<file path="src/rtl/sync_serial_port.sv">
module sync_serial_port #(
  parameter int DEPTH = 64,
  parameter int DIVW  = 16,
  localparam int AW   = $clog2(DEPTH)
) (
  input  logic            clk,
  input  logic            rst_n,
  input  logic            clk_sel,
  input  logic [DIVW-1:0] div_half,
  input  logic [7:0]      tx_data,
  input  logic            tx_push,
  output logic [AW:0]     tx_count,
  output logic [7:0]      rx_data,
  input  logic            rx_pop,
  output logic [AW:0]     rx_count,
  output logic            overrun,
  input  logic            overrun_clr,
  output logic            sck_o,
  output logic            sck_oe,
  input  logic            sck_i,
  output logic            txd,
  input  logic            rxd
);
  // DEPTH must be a power of two: pointers wrap naturally.
  localparam logic [AW:0] FULL = (AW+1)'(DEPTH);

  logic [7:0]      tx_mem [DEPTH];
  logic [7:0]      rx_mem [DEPTH];
  logic [AW-1:0]   tx_wp, tx_rp, rx_wp, rx_rp;
  logic [AW:0]     tx_cnt, rx_cnt;
  logic [DIVW-1:0] divcnt;
  logic            sck_r;
  logic [2:0]      ss;
  logic [2:0]      bitcnt;
  logic [7:0]      tx_sh, rx_sh;

  // bit clock strobes
  wire idle   = sck_r && bitcnt == 3'd0 && tx_cnt == '0;
  wire tick   = clk_sel && !idle && divcnt == div_half;
  wire fall   = clk_sel ? (tick && sck_r)  : (!ss[1] && ss[2]);
  wire rise   = clk_sel ? (tick && !sck_r) : (ss[1] && !ss[2]);

  // queue controls
  wire tx_wr  = tx_push && tx_cnt != FULL;
  wire tx_rd  = fall && bitcnt == 3'd0 && tx_cnt != '0;
  wire rx_rd  = rx_pop && rx_cnt != '0;
  wire rx_fin = rise && bitcnt == 3'd7;
  wire rx_wr  = rx_fin && (rx_cnt != FULL || rx_rd);
  wire [7:0] rx_byte = {rxd, rx_sh[7:1]};

  assign tx_count = tx_cnt;
  assign rx_count = rx_cnt;
  assign rx_data  = rx_mem[rx_rp];
  assign sck_o    = sck_r;
  assign sck_oe   = clk_sel;

  always_ff @(posedge clk) begin
    if (tx_wr) tx_mem[tx_wp] <= tx_data;
    if (rx_wr) rx_mem[rx_wp] <= rx_byte;
  end

  always_ff @(posedge clk or negedge rst_n) begin
    if (!rst_n) begin
      tx_wp <= '0; tx_rp <= '0; tx_cnt <= '0;
      rx_wp <= '0; rx_rp <= '0; rx_cnt <= '0;
      overrun <= 1'b0;
    end else begin
      if (tx_wr) tx_wp <= tx_wp + 1'b1;
      if (tx_rd) tx_rp <= tx_rp + 1'b1;
      if (tx_wr != tx_rd) tx_cnt <= tx_wr ? tx_cnt + 1'b1 : tx_cnt - 1'b1;
      if (rx_wr) rx_wp <= rx_wp + 1'b1;
      if (rx_rd) rx_rp <= rx_rp + 1'b1;
      if (rx_wr != rx_rd) rx_cnt <= rx_wr ? rx_cnt + 1'b1 : rx_cnt - 1'b1;
      if (rx_fin && !rx_wr) overrun <= 1'b1;
      else if (overrun_clr) overrun <= 1'b0;
    end
  end

  // clock generation and external clock synchronizer
  always_ff @(posedge clk or negedge rst_n) begin
    if (!rst_n) begin
      divcnt <= '0;
      sck_r  <= 1'b1;
      ss     <= 3'b111;
    end else begin
      ss <= {ss[1:0], sck_i};
      if (!clk_sel || idle) begin
        divcnt <= '0;
        if (!clk_sel) sck_r <= 1'b1;
      end else if (divcnt == div_half) begin
        divcnt <= '0;
        sck_r  <= ~sck_r;
      end else begin
        divcnt <= divcnt + 1'b1;
      end
    end
  end

  // shifters
  always_ff @(posedge clk or negedge rst_n) begin
    if (!rst_n) begin
      bitcnt <= '0;
      tx_sh  <= 8'hFF;
      rx_sh  <= '0;
      txd    <= 1'b1;
    end else begin
      if (fall) begin
        if (bitcnt == 3'd0) begin
          if (tx_cnt != '0) begin
            txd   <= tx_mem[tx_rp][0];
            tx_sh <= {1'b1, tx_mem[tx_rp][7:1]};
          end else begin
            txd   <= 1'b1;
            tx_sh <= 8'hFF;
          end
        end else begin
          txd   <= tx_sh[0];
          tx_sh <= {1'b1, tx_sh[7:1]};
        end
      end
      if (rise) begin
        rx_sh  <= rx_byte;
        bitcnt <= bitcnt + 1'b1;
      end
    end
  end

  a_r1_txd_on_fall: assert property (@(posedge clk) disable iff (!rst_n)
    !fall |=> $stable(txd));
  a_r2_tx_bound: assert property (@(posedge clk) disable iff (!rst_n)
    tx_cnt <= FULL);
  a_r3_rx_bound: assert property (@(posedge clk) disable iff (!rst_n)
    rx_cnt <= FULL);
  a_r4_idle_high: assert property (@(posedge clk) disable iff (!rst_n)
    clk_sel && sck_r && bitcnt == 3'd0 && tx_cnt == '0 |=> sck_o);
  a_r8_overrun_set: assert property (@(posedge clk) disable iff (!rst_n)
    rx_fin && rx_cnt == FULL && !rx_pop |=> overrun);
endmodule

</file>
<file path="config.mk">
export PLATFORM = sky130hd
export DESIGN_NAME = sync_serial_port
export DESIGN_NICKNAME = d
export VERILOG_FILES = /design/src/rtl/sync_serial_port.sv
export SDC_FILE = /design/constraint.sdc
export NUM_CORES = 1
export LEC_CHECK = 0
export ABC_CLOCK_PERIOD_IN_PS = 4200
export BUFFER_PORTS_ARGS = -buffer_cell sky130_fd_sc_hd__buf_2
export CORE_ASPECT_RATIO = 1.5
export CORE_MARGIN = 2
export CORE_UTILIZATION = 29
export DETAILED_ROUTE_END_ITERATION = 12
export PLACE_DENSITY = 0.44
export SLEW_MARGIN = 20
export SYNTH_ARGS = -nofsm -noshare
export SYNTH_HDL_FRONTEND = slang
export SYNTH_SLANG_ARGS = --single-unit
</file>
<file path="constraint.sdc">
create_clock -name clk -period 4.2 [get_ports clk]
set_input_delay 0.21 -clock clk [delete_from_list [all_inputs] [get_ports clk]]
set_output_delay 0.21 -clock clk [all_outputs]
set_load 0.03 [all_outputs]
</file>
**Word level (Yosys, flattened, before mapping)**

Memories as Yosys holds them, arrays and structs flattened.
Index checks and enable logic that the tools add are counted.

- Bitwise logic cells: 1
- Shifts and indexed selects: 0
- Order comparisons: 0
- Mux-type cells: 19
- Add/sub/neg operators: 10
- Reduce and logical (&&, ||, !) cells: 30
- Div/mod/pow operators: 0
- Multipliers: 0
- Equal/unequal tests: 7

Operators with widths:

| cell | count |
|---|---|
| 16-bit 2-to-1 mux | 2 |
| 6-bit by 1-bit adder with 6-bit output, second input constant | 4 |
| 7-bit 2-to-1 mux | 3 |
| 16-bit by 1-bit adder with 16-bit output, second input constant | 1 |
| 16-bit == test | 1 |
| 1-bit logical AND | 15 |
| 7-bit by 1-bit adder with 7-bit output, second input constant | 2 |
| 7-bit inequality test, second input constant | 2 |
| 7-bit nonzero test | 2 |
| 7-bit by 1-bit subtractor with 7-bit output, second input constant | 2 |
| 1-bit 2-to-1 mux | 13 |
| 8-bit 2-to-1 mux | 1 |
| 7-bit logical NOT | 1 |
| 1-bit logical NOT | 6 |
| 2-bit nonzero test | 2 |
| 3-bit by 1-bit adder with 3-bit output, second input constant | 1 |
| 3-bit == test, second input constant | 1 |
| 3-bit logical NOT | 1 |
| 1-bit logical OR | 2 |
| 1-bit inequality test | 2 |
| 2-bit inequality test, second input constant | 1 |
| 2-bit AND reduction | 1 |
| 1-bit inverter | 1 |

- ROM bits: 0
- Bits in latches: 0
- RAM bits: 1024
- Bits of input ports: 32
- Register bits: 79
- Memories: 2

Memories:

| name | depth | bits a word | read ports | clocked after memory_dff | write ports | RTL line | RTL |
|---|---|---|---|---|---|---|---|
| rx_mem | 64 | 8 | 1 | 0 | 1 | 28 | `logic [7:0] rx_mem [DEPTH];` |
| tx_mem | 64 | 8 | 1 | 0 | 1 | 27 | `logic [7:0] tx_mem [DEPTH];` |

**Depth between registers and ports, before layout**

Gate-level depths: netlist of run 1.

- Word-level depth: 13
- Gate-level depth with buffers: 13

**Least setup slack after synthesis of run 1**

OpenSTA, ideal clock, no wires.

- Kind: register -> register
- Start: register divcnt[8]
- End: register rx_cnt[6], in the netlist rx_count[6]
- Slack: 1.136 ns
- Library setup time: 0.135 ns
- Stages on the path, launching flop included: 14
- Arrival time: 2.929 ns
- Data required time: 4.065 ns
- Buffers on the path: 1
- Cells stage by stage: dfrtp_1 xor2_1 nor4_1 nand4_1 o21ai_2 buf_2 inv_2 fa_1 a21o_1 a21oi_1 o21ai_0 and2_1 mux2i_1 xnor2_1

- Cells in the longest elaborated chain, start to end: 7
- Elaborated cells on any way between the ends: 8

RTL lines:

| item | RTL line | RTL |
|---|---|---|
| from (decl) | 31 | `logic [DIVW-1:0] divcnt;` |
| from (signal assigned) | 94 | `divcnt <= divcnt + 1'b1;` |
| 16-bit == test * | 39 | `wire tick = clk_sel && !idle && divcnt == div_half;` |
| 1-bit logical AND * | 39 |  |
| 1-bit logical AND * | 41 | `wire rise = clk_sel ? (tick && !sck_r) : (ss[1] && !ss[2]);` |
| 1-bit 2-to-1 mux * | 41 |  |
| 1-bit logical AND * | 47 | `wire rx_fin = rise && bitcnt == 3'd7;` |
| 1-bit logical AND * | 48 | `wire rx_wr = rx_fin && (rx_cnt != FULL \|\| rx_rd);` |
| 7-bit 2-to-1 mux / 1-bit inequality test (equally long branches) | 73 | `if (rx_wr != rx_rd) rx_cnt <= rx_wr ? rx_cnt + 1'b1 : rx_cnt - 1'b1;` |
| to (signal assigned) | 73 |  |
| to (decl) | 30 | `logic [AW:0] tx_cnt, rx_cnt;` |

Every way passes the cells marked *; elsewhere a longest branch is shown, timed or not.
A chain may end at the register's enable or synchronous reset.

**Worst setup path after layout of run 1**

- Start: register rx_rp[0]
- End: output rx_data[7]

- Cells in the longest elaborated chain, start to end: 1

RTL lines:

| item | RTL line | RTL |
|---|---|---|
| from (decl) | 29 | `logic [AW-1:0] tx_wp, tx_rp, rx_wp, rx_rp;` |
| from (signal assigned) | 72 | `if (rx_rd) rx_rp <= rx_rp + 1'b1;` |
| memory 64 x 8 bit | - |  |
| to (decl) | 13 | `output logic [7:0] rx_data,` |

No other way between the ends.

==> reports/results.ini, run 1 <==
[run_status]
status=finished, final reports clean

[global_routing]
grt_pass1_wl_um=167000
grt_usage=0.1511
antenna_found_initial=3
grt_max_degree=65
grt_pass1_vias=22410
gr-total-overflow=0

[logic_synthesis]
ys_seq_area_frac=0.7491
synth_flop_cell=edfxtp_1
synth-compound-area-share=0.01832
synth_area_leaders=edfxtp_1 70%, mux4_2 15%, dfrtp_1 3.7%
yosysMostFrequentCell=edfxtp_1
synth_xor_area_frac=0.01302
synth_simple_gate_area_frac=0.03569
yosys_warnings=0
ys_types=62
syn_inst=2119
synth-seq-cells=1101
postSynthAreaPerCell_um2=20.60
yosys.area_share.adder=0.006078
synthMuxAreaShare=0.1648
syn_nets=2171
synth_common_cells=1024 x edfxtp_1, 281 x mux4_2, 170 x nor2_1
syn_area_mm2=0.04364
async_flop_share=0.06994
synth_area_leader_cell=edfxtp_1
synth_top_family_by_area=multiplexers
synth_edf_count=1024
synth_top_area_share=0.7046

[critical_path]
worstPathArrival_ns=3.63
timing.rr.end=rx_count[6]
crit_type=reg2out
crit_fanout=39
start_kind=flop
r2r_cells=13
end_kind=output pin
r2r_slack_ns=0.44
crit_required_ns=3.99
r2r-start=divcnt[3]

[pwr]
total_power_mw=32.00
p_per_area_mw_per_mm2=633.6
p_leak_nw=15.85
vdd_drop_max_mv=0.3215

[floorplan]
rows=174
start_util=0.2918
die_y_um=479.1
die_area_mm2=0.1537
ios=58
die_w_um=320.7
core_area_mm2=0.1496

[route]
dr.pass1.iters=5
ant_nets=0
first_iter_violations=1615
wl_per_cell_um=26.88
wl_um=116200
drc=0
detail_route.vias_per_cell=4.819
vias=20830

[min_path]
min_to=tx_wp[1]
min-delay-start=tx_push
holdPathStages=5
holdCritPathClass=in2reg

[sta]
slew_violations=0
report.final.hold_viol_count=0
worstMarginPinSlew_ns=1.002
setup_viol=0
maxSlewHeadroom=0.3295
post-route-period-util=0.9151
max_freq_ghz=0.2602
timing.setup.tns_ns=0
clock_skew_ns=0.05212
rsz0062_at_grt=no
finalCriticalPeriod_ns=3.844

[cts]
clkTransAtPathRegs_ns=0.06
cts-root-buf=clkbuf_16
clock_latency_ns=0.73
cts_tree=built
cts_max_path_buffers=3
post_cts_resized=0
h-tree-depth=3
cts_buffers=108
numClockSinks=1101
post_cts.repair.setup_buffers=0
ctsHoldBuffers=5

[placement]
gp_congestion=0.7679
port_buffers=57
hpwl_um=76900

[layout]
drive_above_1_share=0.2830
layout.nets=2344
areaGrowthSynthToFinish_pct=15.72

[run]
cap_violations=0

worst max-delay path by stage:
| stage | from | to | depth (start not counted) |
|---|---|---|---|
| final | rx_rp[0] | rx_data[7] | 5 |
| after global routing | divcnt[3] | rx_count[6] | 13 |
| after CTS | rx_rp[0] | rx_data[7] | 5 |
| after detailed placement | divcnt[3] | rx_count[6] | 13 |
| after global placement | divcnt[8] | rx_count[6] | 13 |
| after floorplan | divcnt[8] | rx_count[6] | 13 |
cell families (layout without fill, tap and decap cells):
family | after synthesis | after routing
adder cells (fa/ha/maj) | 20 | 20
other | 0 | 1
XOR/XNOR | 64 | 64
AO/OA/AOI/OAI | 113 | 113
flip-flops | 1101 | 1101
multiplexers | 364 | 364
buffers and inverters | 125 | 391
AND/OR/NAND/NOR | 332 | 332
through the flow:
step           utilization  instance area (µm²)  hold slack [ns]  worst slack, ns  instances
2_1_floorplan            -                43640         -0.08559            1.136       2119
3_3_place_gp        0.3131                46820           0.3225           0.4141       4113
3_5_place_dp        0.3131                46820           0.3186           0.3822       4113
4_1_cts             0.3377                50500          0.04820           0.2050       4321
5_1_grt             0.3377                50500           0.1255          0.07787       4322
6_report            0.3377                50500           0.1121           0.3565       4322
area by class of cell:
class	count	area, µm²
timing repair buffer	178	1309
clock inverter	77	814.5
inverter	10	37.54
multi-input combinational	893	10390
fill	14010	99060
antenna	1	2.502
sequential	1101	32720
clock buffer	126	2811
tap	1936	2422
flip-flops by register name (all words and copies together) (netlist names):
signal    flops
txd           1
tx_count      7
rx_wp         6
tx_rp         6
tx_wp         6
tx_sh         7
tx_mem      512
ss            3
overrun       1
sck_o         1
divcnt       16
rx_rp         6
rx_count      7
bitcnt        3
rx_sh         7
rx_mem      512
power by group:
part           switching (mW)  leakage (nW)  internal [mW]
Combinational            4.57          3.92           3.61
Clock                    4.33          1.76           5.57
Sequential              0.970          10.2           12.9
routing by layer:
metal  GRT usage  share of wire  vias up
li1            -              -     9032
met1      0.1775           0.39    11190
met2      0.2826           0.55      449
met3     0.02205          0.037      157
met4     0.04488          0.026        0
met5           0              0        -
cells in the final DEF (no fill, tap or decap), types with 11 or more instances in the layout:
cell type  instances
a211oi_1          15
buf_2             56
buf_4            109
bufinv_16         12
clkbuf_1          15
clkbuf_16        109
clkinv_1          20
clkinv_2          24
dfrtp_1           51
dfstp_2           12
edfxtp_1        1024
ha_1              18
mux2_1            15
mux2_2            13
mux2i_1           55
mux4_2           281
nand2_1           44
nand3_1           26
nand3b_1          13
nand4_1           11
nor2_1           170
nor2b_1           15
o22ai_1           12
xnor2_1           27
xor2_1            36
critical path, stage by stage (launching register included):
cell and delay (ns):
dfrtp_4 0.67, buf_12 0.35, mux4_2 0.59, mux4_2 0.56
mux4_2 0.53, buf_2 0.20
(Power assumes the default switching activity.)
==> inputs of run 2 (changes only) <==
--- a/config.mk
+++ b/config.mk
@@ -5,13 +5,13 @@
 export SDC_FILE = /design/constraint.sdc
 export NUM_CORES = 1
 export LEC_CHECK = 0
-export ABC_CLOCK_PERIOD_IN_PS = 4200
+export ABC_CLOCK_PERIOD_IN_PS = 3400
 export BUFFER_PORTS_ARGS = -buffer_cell sky130_fd_sc_hd__buf_2
 export CORE_ASPECT_RATIO = 1.5
 export CORE_MARGIN = 2
 export CORE_UTILIZATION = 29
 export DETAILED_ROUTE_END_ITERATION = 12
-export PLACE_DENSITY = 0.44
+export PLACE_DENSITY = 0.45
 export SLEW_MARGIN = 20
 export SYNTH_ARGS = -nofsm -noshare
 export SYNTH_HDL_FRONTEND = slang
==> constraint.sdc (replaced) <==
create_clock -name clk -period 3.4 [get_ports clk]
set_input_delay 0.17 -clock clk [delete_from_list [all_inputs] [get_ports clk]]
set_output_delay 0.17 -clock clk [all_outputs]
set_load 0.03 [all_outputs]
==> run 2 against run 1 <==
  * Register-to-register slack got worse by 0.20 ns
  * Critical path depth rose by 1
  * Sequential share of layout area down 2.1 points
  * Die area unchanged
  * Largest cell class unchanged
  * Wire length grew 0.80%
  * Critical path type unchanged
  * Clock power up 32%
  * Worst setup slack lost 0.48 ns
  * First-iteration DRC count is 2.0% lower
  * Clock skew grew 0.014 ns
  * Sequential cell count stayed put
  * Worst hold slack lost 0.017 ns
  * Final area up 3.3%
  * The run now ends with setup timing left
==> reports/results.ini, run 2 (synthesis results as in run 1) <==
[cts]
clock_latency_ns=0.74
clkTransAtPathRegs_ns=0.07
cts_max_path_buffers=3
cts-root-buf=clkbuf_16
cts_tree=built
numClockSinks=1101
h-tree-depth=3
cts_buffers=108

[pwr]
power_frac_seq=0.411
intPower_mw=29.00
p_leak_nw=16.79
vdd_drop_max_mv=0.4300
power_frac_comb=0.274
p_per_area_mw_per_mm2=793.7
switching_share=0.2997
power_frac_clock=0.315
switching_power_mw=12.41

[layout]
areaGrowthSynthToFinish_pct=19.54
layout_commonest_cell=edfxtp_1
layout.nets=2470
reg_top3=rx_mem: 512 flops, tx_mem: 512 flops, divcnt: 16 flops
finish.instance_area_mm2=0.05217
fin_util=0.3488
drive_above_1_share=0.3243
final_cell_mix=1024 x edfxtp_1, 281 x mux4_2, 209 x buf_4

[floorplan]
die_w_um=320.7
core_area_mm2=0.1496
start_util=0.2918
die_area_mm2=0.1537
die_y_um=479.1
rows=174
ios=58

[run_status]
violations=setup timing
status=complete, but fails checks

[critical_path]
crit_required_ns=3.23
crit_type=reg2out
worstPathArrival_ns=3.35
crit_fanout=8
startpoint=rx_rp[0]
start_kind=flop
cp_cell_sequence=buf_12 > buf_16 > mux4_2 > mux4_2 > mux4_2 > buf_6
end_kind=output pin
slowest_delay_ns=0.59
cpMaxStageDelayCell=mux4_2
cpMostUsedCell=mux4_2
r2r-start=divcnt[8]

[sta]
report.final.hold_viol_count=0
rsz0062_at_grt=yes
maxSlewHeadroom=0.3320
worstMarginPinSlew_ns=1.002
slew_violations=0
finalCriticalPeriod_ns=3.523
setup_viol=8
fin_ws_ns=-0.1233
max_freq_ghz=0.2838
post-route-period-util=1.036
clock_skew_ns=0.06617

[route]
first_iter_violations=1582
drc=0
wl_um=117100
wl_per_cell_um=26.33
detail_route.vias_per_cell=4.830
ant_nets=0
dr.pass1.iters=5
vias=21480

[placement]
port_buffers=57
placed_cell_area_mm2=0.04770
hpwl_um=79270
gp_congestion=0.8187

[global_routing]
antenna_found_initial=5
grt_usage=0.1528
grt_pass1_wl_um=168500
grt_pass1_vias=22890
grt_max_degree=60
gr-total-overflow=0

[min_path]
holdCritPathClass=in2async

[run]
cap_violations=0

[run 2: cell count changes in the layout (fill, tap and decap cells not counted), sizes merged]
cell | before | now
clkbuf | 126 | 132
buf | 173 | 294
inv | 13 | 12
clkinv | 54 | 38
dlygate4sd3 | 5 | 10
bufinv | 12 | 22
[run 2: layout make-up]
| class | count | area (µm²) |
|---|---|---|
| diodes | 1 | 2.502 |
| clock buffers | 132 | 2894 |
| clock inverters | 70 | 1020 |
| fillers | 13850 | 97400 |
| inverters | 10 | 37.54 |
| multi-input cells | 893 | 10410 |
| flip-flops and latches | 1101 | 32720 |
| well taps | 1936 | 2422 |
| repair buffers | 304 | 2666 |
[run 2: repair_timing]
item / 4_1_cts / 5_1_grt
hold buffers: 7 / 3
pin swaps: 0 / 0
gates resized for setup: 35 / 3
cloned: 6 / 0
setup buffers: 7 / 0
hold endpoints to repair: 77 / 31
setup endpoints to repair: 8 / 10
[run 2: path summary, 6_finish.rpt]
kind | slack, ns | cells after the start | endpoint
max | -0.12 | 6 | rx_data[7]
min | 0.09 | 2 | divcnt[14]
max reg2reg | 0.24 | 14 | rx_count[6]
min reg2reg | 0.36 | 0 | ss[1]
max in group asynchronous | 2.37 | 3 | tx_sh[0]
min in group clk | 0.13 | 1 | tx_mem[5][5]
[run 2: stage by stage]
stage          hold slack [ns]  std cells  setup TNS, ns  power (mW)  worst slack [ns]
5_1_grt                0.08453       4447         -1.533       43.03           -0.1992
2_1_floorplan          -0.1256       2119              0       23.63            0.3357
6_report               0.09468       4447        -0.8713       41.41           -0.1233
3_3_place_gp            0.2824       4220              0       28.07            0.1374
3_5_place_dp            0.2850       4220              0       28.23            0.1922
4_1_cts                0.06259       4442         -1.643       42.15           -0.2266
[run 2: power by group through the flow]
stage / sequential (mW) / combinational, mW / clock (mW)
detailed placement: 17.4 / 10.8 / 0
CTS: 17.1 / 11.7 / 13.4
finish: 17.0 / 11.3 / 13.1
floorplan: 17.0 / 6.67 / 0
global placement: 17.4 / 10.7 / 0
global route: 17.1 / 12.0 / 13.9
[run 2: worst max-delay path, delay by kind of cell (launching register included)]
family / cells / cell delay, ns
buffers and inverters: 3 / 0.50
DFF: 1 / 0.44
muxes: 3 / 1.69
[run 2: per-layer routing]
metal	up-vias	routed length, µm	global-route usage
met2	500	63590	0.2827
met3	168	4437	0.02154
li1	9298	-	-
met1	11510	45560	0.1800
met5	-	18	0
met4	2	3496	0.05233
==> inputs of run 3 (changes only) <==
--- a/config.mk
+++ b/config.mk
@@ -7,12 +7,13 @@
 export LEC_CHECK = 0
 export ABC_CLOCK_PERIOD_IN_PS = 3400
 export BUFFER_PORTS_ARGS = -buffer_cell sky130_fd_sc_hd__buf_2
+export CELL_PAD_IN_SITES_DETAIL_PLACEMENT = 1
+export CELL_PAD_IN_SITES_GLOBAL_PLACEMENT = 1
 export CORE_ASPECT_RATIO = 1.5
 export CORE_MARGIN = 2
 export CORE_UTILIZATION = 29
 export DETAILED_ROUTE_END_ITERATION = 12
-export PLACE_DENSITY = 0.45
-export SLEW_MARGIN = 20
+export PLACE_DENSITY = 0.49
 export SYNTH_ARGS = -nofsm -noshare
 export SYNTH_HDL_FRONTEND = slang
 export SYNTH_SLANG_ARGS = --single-unit
==> run 3 against run 2 <==
  * The run still ends with setup timing left
  * Final cell count about the same
  * Largest power group unchanged
  * Wire length increased by 5.0%
  * Non-clock buffer count decreased by 2
==> reports/results.ini, run 3 (synthesis results as in run 1) <==
[cts]
clock_latency_ns=0.74
cts_tree=built
clkTransAtPathRegs_ns=0.06
h-tree-depth=3
cts_buffers=108
cts_max_path_buffers=3
numClockSinks=1101
cts-root-buf=clkbuf_16

[route]
first_iter_violations=1789
detail_route.vias_per_cell=4.834
vias=21480
wl_per_cell_um=27.67
dr.pass1.iters=5
ant_nets=0
drc=0
wl_um=123000

[floorplan]
core_area_mm2=0.1496
die_area_mm2=0.1537
rows=174
ios=58
start_util=0.2918
die_w_um=320.7
die_y_um=479.1

[critical_path]
worstPathArrival_ns=3.33
crit_required_ns=3.23
end_kind=output pin
start_kind=flop
crit_type=reg2out
crit_fanout=5

[layout]
final_cell_mix=1024 x edfxtp_1, 281 x mux4_2, 206 x buf_4
reg_top3=rx_mem: 512 flops, tx_mem: 512 flops, divcnt: 16 flops
layout_commonest_cell=edfxtp_1
areaGrowthSynthToFinish_pct=18.78
layout.nets=2468
drive_above_1_share=0.3146
fill_cells=14690

[run_status]
violations=setup timing
status=complete, but fails checks

[global_routing]
grt_max_degree=67
grt_pass1_vias=23830
gr-total-overflow=0
grt_usage=0.1612
antenna_found_initial=5
grt_pass1_wl_um=177600

[sta]
fin_ws_ns=-0.09582
slew_violations=0
report.final.hold_viol_count=0
setup_viol=8
worst_hold_slack_ns=0.005895
worstMarginPinSlew_ns=1.287
post-route-period-util=1.028
max_freq_ghz=0.2861
timing.setup.tns_ns=-0.6110
rsz0062_at_grt=yes
clock_skew_ns=0.05110
maxSlewHeadroom=0.1421
finalCriticalPeriod_ns=3.496

[pwr]
p_per_area_mw_per_mm2=783.2
p_leak_nw=16.63
vdd_drop_max_mv=0.5076

[placement]
port_buffers=57
hpwl_um=83210
gp_congestion=0.7875

[run]
cap_violations=0

[min_path]
holdCritPathClass=in2async

run 3: final cells by class:
| cell class | instances | area, µm² | area share |
|---|---|---|---|
| Sequential cell | 1101 | 32720 | 0.6312 |
| Multi-Input combinational cell | 893 | 10390 | 0.2003 |
| Clock buffer | 129 | 2841 | 0.05481 |
| Timing Repair Buffer | 302 | 2681 | 0.05172 |
| Tap cell | 1936 | 2422 | 0.04673 |
| Clock inverter | 70 | 742.0 | 0.01431 |
| Inverter | 10 | 37.54 | 0.0007241 |
| Antenna cell | 3 | 7.507 | 0.0001448 |
run 3: worst paths after layout:
kind | slack, ns | end | depth (start not counted) | start
worst max register to register | 0.32 | rx_count[5] | 13 | divcnt[7]
worst min-delay path | 0.006 | tx_count[0] | 2 | rst_n
worst max-delay path | -0.1 | rx_data[6] | 6 | rx_rp[0]
max in group asynchronous | 2.50 | divcnt[12] | 3 | rst_n
min in group clk | 0.06 | tx_mem[31][5] | 1 | tx_data[5]
worst min register to register | 0.36 | ss[1] | 0 | ss[0]
run 3: repair_timing:
| action | CTS | global route |
|---|---|---|
| buffers inserted | 10 | 0 |
| pin swaps | 0 | 0 |
| hold buffers | 8 | 0 |
| setup endpoints to repair | 8 | 8 |
| gates resized for setup | 32 | 2 |
| hold endpoints to repair | 93 | 0 |
| cloned | 5 | 5 |
run 3: where the power goes:
group | total, mW | leakage [nW] | switching [mW] | internal, mW
registers | 17.1 | 10.2 | 1.12 | 16.0
logic | 11.3 | 4.71 | 5.97 | 5.37
clock network | 12.2 | 1.74 | 5.32 | 6.83
total | 40.6 | 16.6 | 12.4 | 28.2
run 3: critical path, stage by stage (launching register included):
cell	delay, ns
dfrtp_4	0.46
buf_6	0.16
buf_12	0.14
mux4_2	0.58
mux4_2	0.57
mux4_2	0.55
buf_6	0.17
run 3: through the flow:
step,utilization,setup WS (ns),std cells,power (mW),instance area (µm²)
2_1_floorplan,-,0.3357,2119,23.63,43640
3_3_place_gp,0.3186,0.2542,4214,27.94,47660
3_5_place_dp,0.3186,0.3245,4214,28.17,47660
4_1_cts,0.3456,-0.1922,4436,41.14,51690
5_1_grt,0.3465,-0.1746,4441,42.27,51830
6_report,0.3466,-0.09582,4444,40.60,51840
run 3: layer usage:
layer / vias to the layer above / routed length (µm) / track usage
met3: 125 / 4574 / 0.02399
met2: 421 / 67350 / 0.2996
li1: 9280 / - / -
met5: - / 16 / 0
met4: 2 / 2701 / 0.04377
met1: 11650 / 48310 / 0.1924
